**src/rtl/asm_count_seq.sv**
```systemverilog
module asm_count_seq #(
  parameter int CW = 4
) (
  input  logic          clk,
  input  logic          rst,
  input  logic          start,
  output logic [CW-1:0] cnt,
  output logic          flag_e,
  output logic          flag_f,
  output logic          st_idle,
  output logic          st_count,
  output logic          st_done
);
  localparam int TB = 1;
  localparam int HB = 2;

  logic [1:0] g;
  logic [1:0] g_nx;

  assign st_idle  = (g == 2'b00);
  assign st_count = (g == 2'b01);
  assign st_done  = (g == 2'b11);

  assign g_nx[1] = st_count & cnt[TB] & cnt[HB];
  assign g_nx[0] = (st_idle & start) | st_count;

  always_ff @(posedge clk) begin
    if (rst) begin
      g      <= 2'b00;
      cnt    <= '0;
      flag_e <= 1'b0;
      flag_f <= 1'b0;
    end else begin
      g <= g_nx;
      if (st_idle && start) begin
        cnt    <= '0;
        flag_f <= 1'b0;
      end
      if (st_count) begin
        cnt    <= cnt + 1'b1;
        flag_e <= cnt[TB];
      end
      if (st_done) flag_f <= 1'b1;
    end
  end

  AST_ONE_STATE: assert property (@(posedge clk) disable iff (rst)
    $past(!rst) |-> $countones({st_idle, st_count, st_done}) == 1);
  AST_IDLE_HOLD: assert property (@(posedge clk) disable iff (rst)
    st_idle && !start |=> st_idle && $stable(cnt) && $stable(flag_e) && $stable(flag_f));
  AST_LAUNCH: assert property (@(posedge clk) disable iff (rst)
    st_idle && start |=> st_count && cnt == '0 && !flag_f && $stable(flag_e));
  AST_INC: assert property (@(posedge clk) disable iff (rst)
    st_count |=> cnt == CW'($past(cnt) + 1'b1));
  AST_TRACE: assert property (@(posedge clk) disable iff (rst)
    st_count |=> flag_e == $past(cnt[TB]));
  AST_EXIT: assert property (@(posedge clk) disable iff (rst)
    st_count && cnt[TB] && cnt[HB] |=> st_done);
  AST_STAY: assert property (@(posedge clk) disable iff (rst)
    st_count && !(cnt[TB] && cnt[HB]) |=> st_count);
  AST_FINISH: assert property (@(posedge clk) disable iff (rst)
    st_done |=> st_idle && flag_f && $stable(cnt) && $stable(flag_e));
endmodule

```
**config.mk**
```make
export PLATFORM = sky130hd
export DESIGN_NAME = asm_count_seq
export DESIGN_NICKNAME = d
export VERILOG_FILES = /design/src/rtl/asm_count_seq.sv
export SDC_FILE = /design/constraint.sdc
export NUM_CORES = 1
export LEC_CHECK = 0
export ABC_CLOCK_PERIOD_IN_PS = 2000
export BUFFER_PORTS_ARGS = -buffer_cell sky130_fd_sc_hd__buf_2
export CAP_MARGIN = 20
export CORE_AREA = 2 2 39 41
export DETAILED_ROUTE_END_ITERATION = 8
export DIE_AREA = 0 0 41 43
export PLACE_DENSITY = 0.42
export SYNTH_ARGS = -nofsm -noshare
export SYNTH_HDL_FRONTEND = slang
export SYNTH_SLANG_ARGS = --single-unit
```
**constraint.sdc**
```tcl
create_clock -name clk -period 2 [get_ports clk]
set_clock_uncertainty 0.05 [all_clocks]
set_input_delay 0 -clock clk [delete_from_list [all_inputs] [get_ports clk]]
set_output_delay 0 -clock clk [all_outputs]
set_load 0.02 [all_outputs]
```
==> results of run 1 <==
[cell type report]
| cell class | count | area, um2 |
|---|---|---|
| Fill cell | 147 | 940 |
| Sequential cell | 8 | 160 |
| Timing Repair Buffer | 14 | 85.1 |
| Tap cell | 16 | 20.0 |
| Multi-Input combinational cell | 25 | 156 |
| Clock buffer | 3 | 22.5 |
[power by group through the flow]
stage | clock network, mW | logic (mW) | registers, mW
2_1_floorplan | 0 | 0.0178 | 0.173
3_5_place_dp | 0 | 0.0293 | 0.171
6_report | 0.125 | 0.0319 | 0.168
3_3_place_gp | 0 | 0.0290 | 0.171
5_1_grt | 0.139 | 0.0350 | 0.168
4_1_cts | 0.130 | 0.0323 | 0.168
[through the flow]
step | utilization [%] | cells
finish | 32.1 | 66
CTS | 32.1 | 66
floorplan | - | 35
detailed placement | 28.3 | 60
global placement | 28.3 | 60
global route | 32.1 | 66
[Yosys cell counts (all sizes together)]
master  n  area (um2)
o21ai   1        5.00
nor2    6        22.5
o21bai  1        7.51
a31oi   1        6.26
mux2i   2        20.0
a21oi   1        5.00
or3b    1        8.76
nand3   2        10.0
nand2   2        7.51
and2    1        6.26
nor3b   1        7.51
ha      1        12.5
and4b   1        10.0
buf     2        8.75
nor2b   2        12.5
a211oi  1        7.51
a22oi   1        7.51
dfxtp   8         160
[registers in the layout, summed over array words and instances (netlist names)]
signal,count
g,2
cnt,4
flag_e,1
flag_f,1
[cell families (layout without fill, tap and decap cells)]
family | Yosys count | after routing | share of synthesized area (%)
AO/OA/AOI/OAI | 6 | 6 | 11.9
adder cells (fa/ha/maj) | 1 | 1 | 3.85
buffers and inverters | 2 | 17 | 2.69
flip-flops | 8 | 8 | 49.2
multiplexers | 2 | 2 | 6.15
AND/OR/NAND/NOR | 16 | 16 | 26.2
[worst max path at each step]
stage                                from                  end  slack [ns]  cells after the start
after floorplan           g[0]$_SDFF_PP0_  cnt[3]$_SDFFE_PP0P_        0.70                      4
after global placement    g[0]$_SDFF_PP0_  cnt[3]$_SDFFE_PP0P_        0.63                      3
after detailed placement  g[0]$_SDFF_PP0_  cnt[3]$_SDFFE_PP0P_        0.52                      3
after CTS                 g[0]$_SDFF_PP0_  cnt[3]$_SDFFE_PP0P_        0.49                      3
after global routing      g[0]$_SDFF_PP0_  cnt[3]$_SDFFE_PP0P_        0.39                      3
final                     g[0]$_SDFF_PP0_  cnt[3]$_SDFFE_PP0P_        0.48                      3
[metal layers]
layer | part of all wire (%) | routed length, um | GRT usage [%] | up-vias
li1 | - | - | - | 155
met5 | 0 | 0 | 0 | -
met1 | 42 | 300 | 13.3 | 134
met2 | 50 | 357 | 13.4 | 7
met4 | 0.84 | 6 | 6.00 | 0
met3 | 6.6 | 47 | 5.24 | 2
[worst max-delay path, cell delays in order (launching register included)]
cell and delay [ns]:
sky130_fd_sc_hd__dfxtp_1 0.39, sky130_fd_sc_hd__nor2b_1 0.39, sky130_fd_sc_hd__or3b_1 0.39, sky130_fd_sc_hd__a31oi_1 0.20
[what timing repair did]
item,4_1_cts,5_1_grt
hold buffers,3,0
hold endpoints to repair,7,0
resized for setup,0,0
==> run summary, run 1 <==
The post-synthesis cell area is between 300 and 400 um2. The critical path is of the reg -> reg type. The worst slack after detailed placement is ~0.52 ns.

The buffer depth of the longest clock path came out at 2. The tool flagged a number of max-cap violations equal to 0. In the global route stage, overall resource usage came out at around 10%. The sequential cell area fraction in the yosys report came out at approximately half. In this run, CTS created clock tree buffers numbering 3. The required time reported for the critical path endpoint is 2.11 ns. The number of placement rows is 14. The worst hold-check slack is between 0.4 and 0.5 ns.

The final setup slack of the worst path came out at 0.477 ns. The endpoint identified for the worst register-to-register timing path is cnt[3]$_SDFFE_PP0P_. The number of sinks handled by clock tree synthesis is 8. The clock latency on the worst-skew pair came out at between 0.2 and 0.3 ns.

Static timing analysis puts the maximum clock frequency at between 0.6 and 0.7 GHz. Synthesis inferred 8 register bits. For hold timing, the worst endpoint is flag_e$_SDFFE_PP0P_. Entering global routing, the biggest net connects 9 pins.

The CTS clock-pin slew for the worst setup and hold paths came out at ~0.06 ns. The average wire per cell in the routed design is about 11 um. The die width came out at 41 um. The number of nets in the layout is between 50 and 60. The number of instances on the worst hold path came out at 2.

The critical path data arrival time came out at 1.63 ns. The pre-antenna-repair detailed-routing pass consisted of 2 iterations. The TritonCTS clock tree is built. The period utilization came out at between 70% and 80%. The final routed DRC violation total came out at 0. The mean instance size in the synthesized netlist is 9.29 um2. The pin slew with the least headroom to its limit came out at ~0.41 ns. IR analysis of the VDD net gives a maximum drop of 0.000274 V. The y dimension of the die is between 40 and 50 um. Summed over all nets, the switching power comes to between 0.07 and 0.08 mW. The number of vias per cell is around 4.5. The kind of end point of the critical path is a register. The number of endpoints failing setup at the final stage came out at 0.

The number of vias in the routed layout is ~300. The share of total power dissipated in sequential elements is about half. The share of final-layout standard cells stronger than drive strength 1 came out at about 28%.

The most common cell after layout, fill and taps aside is sky130_fd_sc_hd__buf_2. In this run the register-to-register setup slack is between 0.4 and 0.5 ns. The post-layout minimum cycle time is between 1.5 and 2 ns. The area growth from synthesis to layout is 36.5%. The H-tree depth came out at 1. The class of the tightest hold or removal check is reg -> reg. The initial antenna violation count was 0. In this run the critical register-to-register path is launched from g[0]$_SDFF_PP0_. The port buffer count is 11. The total negative setup slack is 0 ns. The number of hold-slack violations in the final timing report is 0. The global route total overflow is 0.

The cell sitting at the root of the clock tree is a sky130_fd_sc_hd__clkbuf_4. Once the floorplan was initialized, standard cells occupied a little under a quarter of the core. The via count of the first global-routing pass was between 200 and 300.

The flow ran to the end, and the final reports show no timing, DRC or antenna violations. In this run the most critical hold path is launched from flag_e$_SDFFE_PP0P_. The worst reg-to-reg path cell count came out at 3. The internal power contribution is 0.245 mW. The count of pins over their slew limit was 0. The area of the core region is around 1400 um2. Once detail routing completed, the nets flagged for antenna violations numbered 0.

The combinational group share of total power is under 10%. In this run the count of I/O pins placed on the die edge is 12. The placed wire-length estimate came out at around 550 um.

The Yosys step of the flow raised 0 warnings. Counting every net in the synthesized netlist gives 39. The total power divided by cell area is between 700 and 800 nW/um2. The routability congestion estimate from global placement came out at roughly 0.74.

For this block, the initial DRC count from the detailed router was 2. In the layout the commonest cells are sky130_fd_sc_hd__buf_2, sky130_fd_sc_hd__dfxtp_1, sky130_fd_sc_hd__nor2_1. The maximum fanout encountered on the critical timing path is 6.

For this design the static power due to leakage is about 0.20 nW. The gate count after technology mapping came out at 35. The area of the die came out at around 1800 um2. Setup repair after global routing left no endpoint under its margin. The launching element type of the critical path is a register. The first global-routing pass estimated approximately 1.2 mm of wire. The number of setup buffers added after CTS is 0.

The cell area after placement is approximately 390 um2. With fillers left out, the area of the finished cells amounts to 444 um2. 0 antenna diodes ended up in the layout. The clock group share of total power came out at around two fifths.

The count of cell types in the netlist came out at 19. The post-layout total power came out at between 0.3 and 0.4 mW. The relative max-transition margin is 72.5%. The total wirelength of the detailed-routed design came out at roughly 710 um. The switching portion of total power came out at between 20% and 30%.
(Power assumes the default switching activity.)
==> run 2, diff against run 1 <==
--- a/config.mk
+++ b/config.mk
@@ -5,13 +5,14 @@
 export SDC_FILE = /design/constraint.sdc
 export NUM_CORES = 1
 export LEC_CHECK = 0
-export ABC_CLOCK_PERIOD_IN_PS = 2000
+export ABC_AREA = 1
+export ABC_CLOCK_PERIOD_IN_PS = 1600
 export BUFFER_PORTS_ARGS = -buffer_cell sky130_fd_sc_hd__buf_2
 export CAP_MARGIN = 20
 export CORE_AREA = 2 2 39 41
 export DETAILED_ROUTE_END_ITERATION = 8
 export DIE_AREA = 0 0 41 43
-export PLACE_DENSITY = 0.42
+export PLACE_DENSITY = 0.43
 export SYNTH_ARGS = -nofsm -noshare
 export SYNTH_HDL_FRONTEND = slang
 export SYNTH_SLANG_ARGS = --single-unit
==> constraint.sdc (replaced) <==
create_clock -name clk -period 1.6 [get_ports clk]
set_clock_uncertainty 0.05 [all_clocks]
set_input_delay 0 -clock clk [delete_from_list [all_inputs] [get_ports clk]]
set_output_delay 0 -clock clk [all_outputs]
set_load 0.02 [all_outputs]
==> run 2 against run 1 <==
Compared with the run above:
- synthesized area rose by 1.2%
- combinational power rose by 34%
- sequential cell count did not move
- sequential power rose by 25%
- clock power rose by 22%
- non-clock buffer count fell by 1
- setup slack got worse by 0.081 ns
- count of clock-buffer cells in the layout did not move
- first-iteration DRC count fell by 50%
- critical endpoint is now st_count
==> run summary, run 2 <==
The post-synthesis cell area is roughly 330 um2. The number of vias per cell came out at 4.40. The clock latency on the worst-skew pair is roughly 0.25 ns. The number of instances on the worst hold path is 2.

Clock tree synthesis found a total of 8 sinks. The flow ran to the end, and the final reports show no timing, DRC or antenna violations. Sorting the synthesized cells by area gives the leading types as sky130_fd_sc_hd__dfxtp_1, sky130_fd_sc_hd__nand2_1, sky130_fd_sc_hd__a21oi_1. In this run the tightest slew margin relative to its limit is between 70% and 80%. The cell count after synthesis came out at between 40 and 50. The mean instance size in the synthesized netlist came out at ~8 um2. The biggest area contributor in the post-synthesis netlist is sky130_fd_sc_hd__dfxtp_1.

The initial antenna violation count came out at 0. The total power divided by cell area is between 900 and 1000 nW/um2. The y dimension of the die came out at between 40 and 50 um. The number of hold-slack violations in the final timing report came out at 0.

The final setup slack of the worst path came out at around 0.40 ns. The violation count after the first detailed-routing iteration came out at 1. The most common cell after layout, fill and taps aside is sky130_fd_sc_hd__buf_2. Traced cell by cell, the critical path runs through inv_2 -> nor2_2 -> buf_2. The upper clock frequency limit is about 0.83 GHz. The area of the core region came out at 1380 um2. The tightest min-delay check is of the reg -> reg type. The number of cells after detailed placement came out at between 60 and 70. Entering global routing, the biggest net connects 9 pins.

The peak per-stage delay on the critical path is approximately 0.38 ns. The area fraction of the dominant cell type after synthesis is 48.7%. The number of flip-flops under the largest register name is 4. The congestion estimate from routability-driven global placement came to slightly above 0.6.

The count of cell types in the netlist came out at 17. The growth of design area from synthesis to finish is 34.6%. The maximum fanout encountered on the critical timing path is 7. The via count of the first global-routing pass is between 200 and 300. Yosys mapped a number of flops with a built-in enable equal to 0. The die width is a little over 40 um. The critical path data arrival time is between 1 and 1.5 ns. The count of pins over their slew limit is 0. The top cell types in the final layout, fill and taps aside, are sky130_fd_sc_hd__buf_2, sky130_fd_sc_hd__dfxtp_1, sky130_fd_sc_hd__nand2_1. The total CTS buffers is 3. The worst setup path is of the reg -> out kind.

The post-layout minimum cycle time is about 1.2 ns. The period utilization came out at about three quarters. In the final timing run, aggregate negative setup slack is 0 ns. The launching element type of the critical path is a register. The buffer type at the clock tree root is sky130_fd_sc_hd__clkbuf_4. The worst setup path is captured at a primary output.

The largest registers in the layout are cnt x4, g x2. The register with the most flip-flops in the final layout is cnt. The worst hold-check slack is between 0.4 and 0.5 ns. By count the netlist is led by sky130_fd_sc_hd__dfxtp_1, sky130_fd_sc_hd__nand2_1, sky130_fd_sc_hd__a21oi_1, sky130_fd_sc_hd__nor2_1, sky130_fd_sc_hd__nand3_1. At the pin with the least slew margin, the transition time is approximately 0.4 ns. Once placement finished, the instance area stood at around 400 um2. The post-synthesis register bit count is 8. The worst-case IR drop observed on VDD is about 0.00037 V. The average wire per cell in the routed design came out at between 9 and 10 um. The max-cap check violation count came out at 0. The share of flip-flops with an asynchronous set or reset came out at 0%.

The cell family with the largest share of critical-path delay is flip-flops. Measured on the finished design, the core utilization comes to about a third. The standard cell with the maximum stage delay on the critical path is sky130_fd_sc_hd__dfxtp_1. The port buffer count is 11. After detailed routing, the total wire length is 680 um. For this run the aggregate overflow at the end of global routing stands at 0.

The initial cell density of the core is between 20% and 30%. The placed wire-length estimate is between 500 and 600 um. The overall global routing resource usage is under 10%. The first-pass iteration count of the detailed router came out at 4.

The static leakage is 0.204 nW. The detailed router placed around 320 vias in this run. The count of yosys warnings during synthesis is 0. The H-tree depth came out at 1. No sink is reached through more buffers than the 2 on the longest clock path. STA puts the critical path data required time at between 1.5 and 2 ns. Setup repair after global routing left no endpoint under its margin. 0 antenna diodes ended up in the layout. The post-synthesis net count is 45.

The number of endpoints failing setup at the final stage is 0. TritonCTS built the clock tree. Before CTS, the worst setup slack after placement is around 0.52 ns. Cells with a size suffix above 1 make up 32.1% of the layout. The wire length of the first global-routing pass is around 1.1 mm.

The count of antenna-violating nets left after detailed routing is 0. The sequential cell area fraction in the yosys report is approximately 50%. For this run, the leading register cell type out of synthesis is sky130_fd_sc_hd__dfxtp_1.

The logic depth of the worst path, buffers included came out at 3. In this run the post-CTS setup repair buffer count came out at 0. The CTS clock-pin slew for the worst setup and hold paths came out at roughly 0.05 ns. The critical path buffer and inverter count came out at 2. Row generation in the floorplan step produced 14 rows.

The post-route non-filler standard cell count is between 70 and 80. The area of the die came out at between 1500 and 2000 um2. The number of I/O pins is 12. Counting cells, the worst reg-to-reg path comes to 4. The net count of the finished layout is 62.

The post-route cell area came out at 443 um2. The most common cell in the synthesized netlist is sky130_fd_sc_hd__dfxtp_1. After layout, the design draws a total of around 0.41 mW.

In the routed design, unresolved DRC markers number 0.
run 2: cell type report:
cell class / instances / area [um2]
Fill cell: 153 / 941
Sequential cell: 8 / 160
Multi-Input combinational cell: 29 / 154
Timing Repair Buffer: 13 / 75.1
Clock buffer: 3 / 22.5
Tap cell: 16 / 20.0
Inverter: 3 / 11.3
run 2: path summary, 6_finish.rpt:
path / startpoint / to / slack [ns]
max: g[0]$_SDFF_PP0_ / st_count / 0.40
min: flag_f$_SDFFE_PP0P_ / flag_f$_SDFFE_PP0P_ / 0.41
max reg2reg: cnt[1]$_SDFFE_PP0P_ / cnt[2]$_SDFFE_PP0P_ / 0.49
min reg2reg: flag_f$_SDFFE_PP0P_ / flag_f$_SDFFE_PP0P_ / 0.41
run 2: kinds of logic after synthesis:
| group | count (synthesis) | share of synthesized area [%] |
|---|---|---|
| AOI/OAI and AO/OA | 9 | 16.3 |
| adders and majority gates | 1 | 3.80 |
| buffers and inverters | 4 | 4.56 |
| DFF | 8 | 48.7 |
| and+or+nand+nor | 19 | 26.6 |
run 2: metal layers:
layer / vias to the layer above / global-route usage (%) / part of all wire, %
met5: - / 0 / 0
met4: 0 / 8.00 / 0
met3: 0 / 4.71 / 7.1
met2: 11 / 11.9 / 41
met1: 136 / 11.8 / 52
li1: 170 / - / -
run 2: timing repair:
action,in CTS,in global routing
hold buffers,2,0
endpoints found under the hold margin,8,0
gates resized for setup,0,0
run 2: where the power goes:
part | switching [mW] | leakage, nW | internal (mW)
Combinational | 0.0268 | 0.125 | 0.0160
Clock | 0.0668 | 0.0138 | 0.0857
Sequential | 0.00594 | 0.0650 | 0.204
Total | 0.0996 | 0.204 | 0.306
run 2: worst register-to-register path: cells and delay by family, from the launching register on:
family | cells | cell delay, ns
flops | 1 | 0.43
fa+ha+maj | 1 | 0.23
compound gates | 1 | 0.17
simple gates | 2 | 0.11
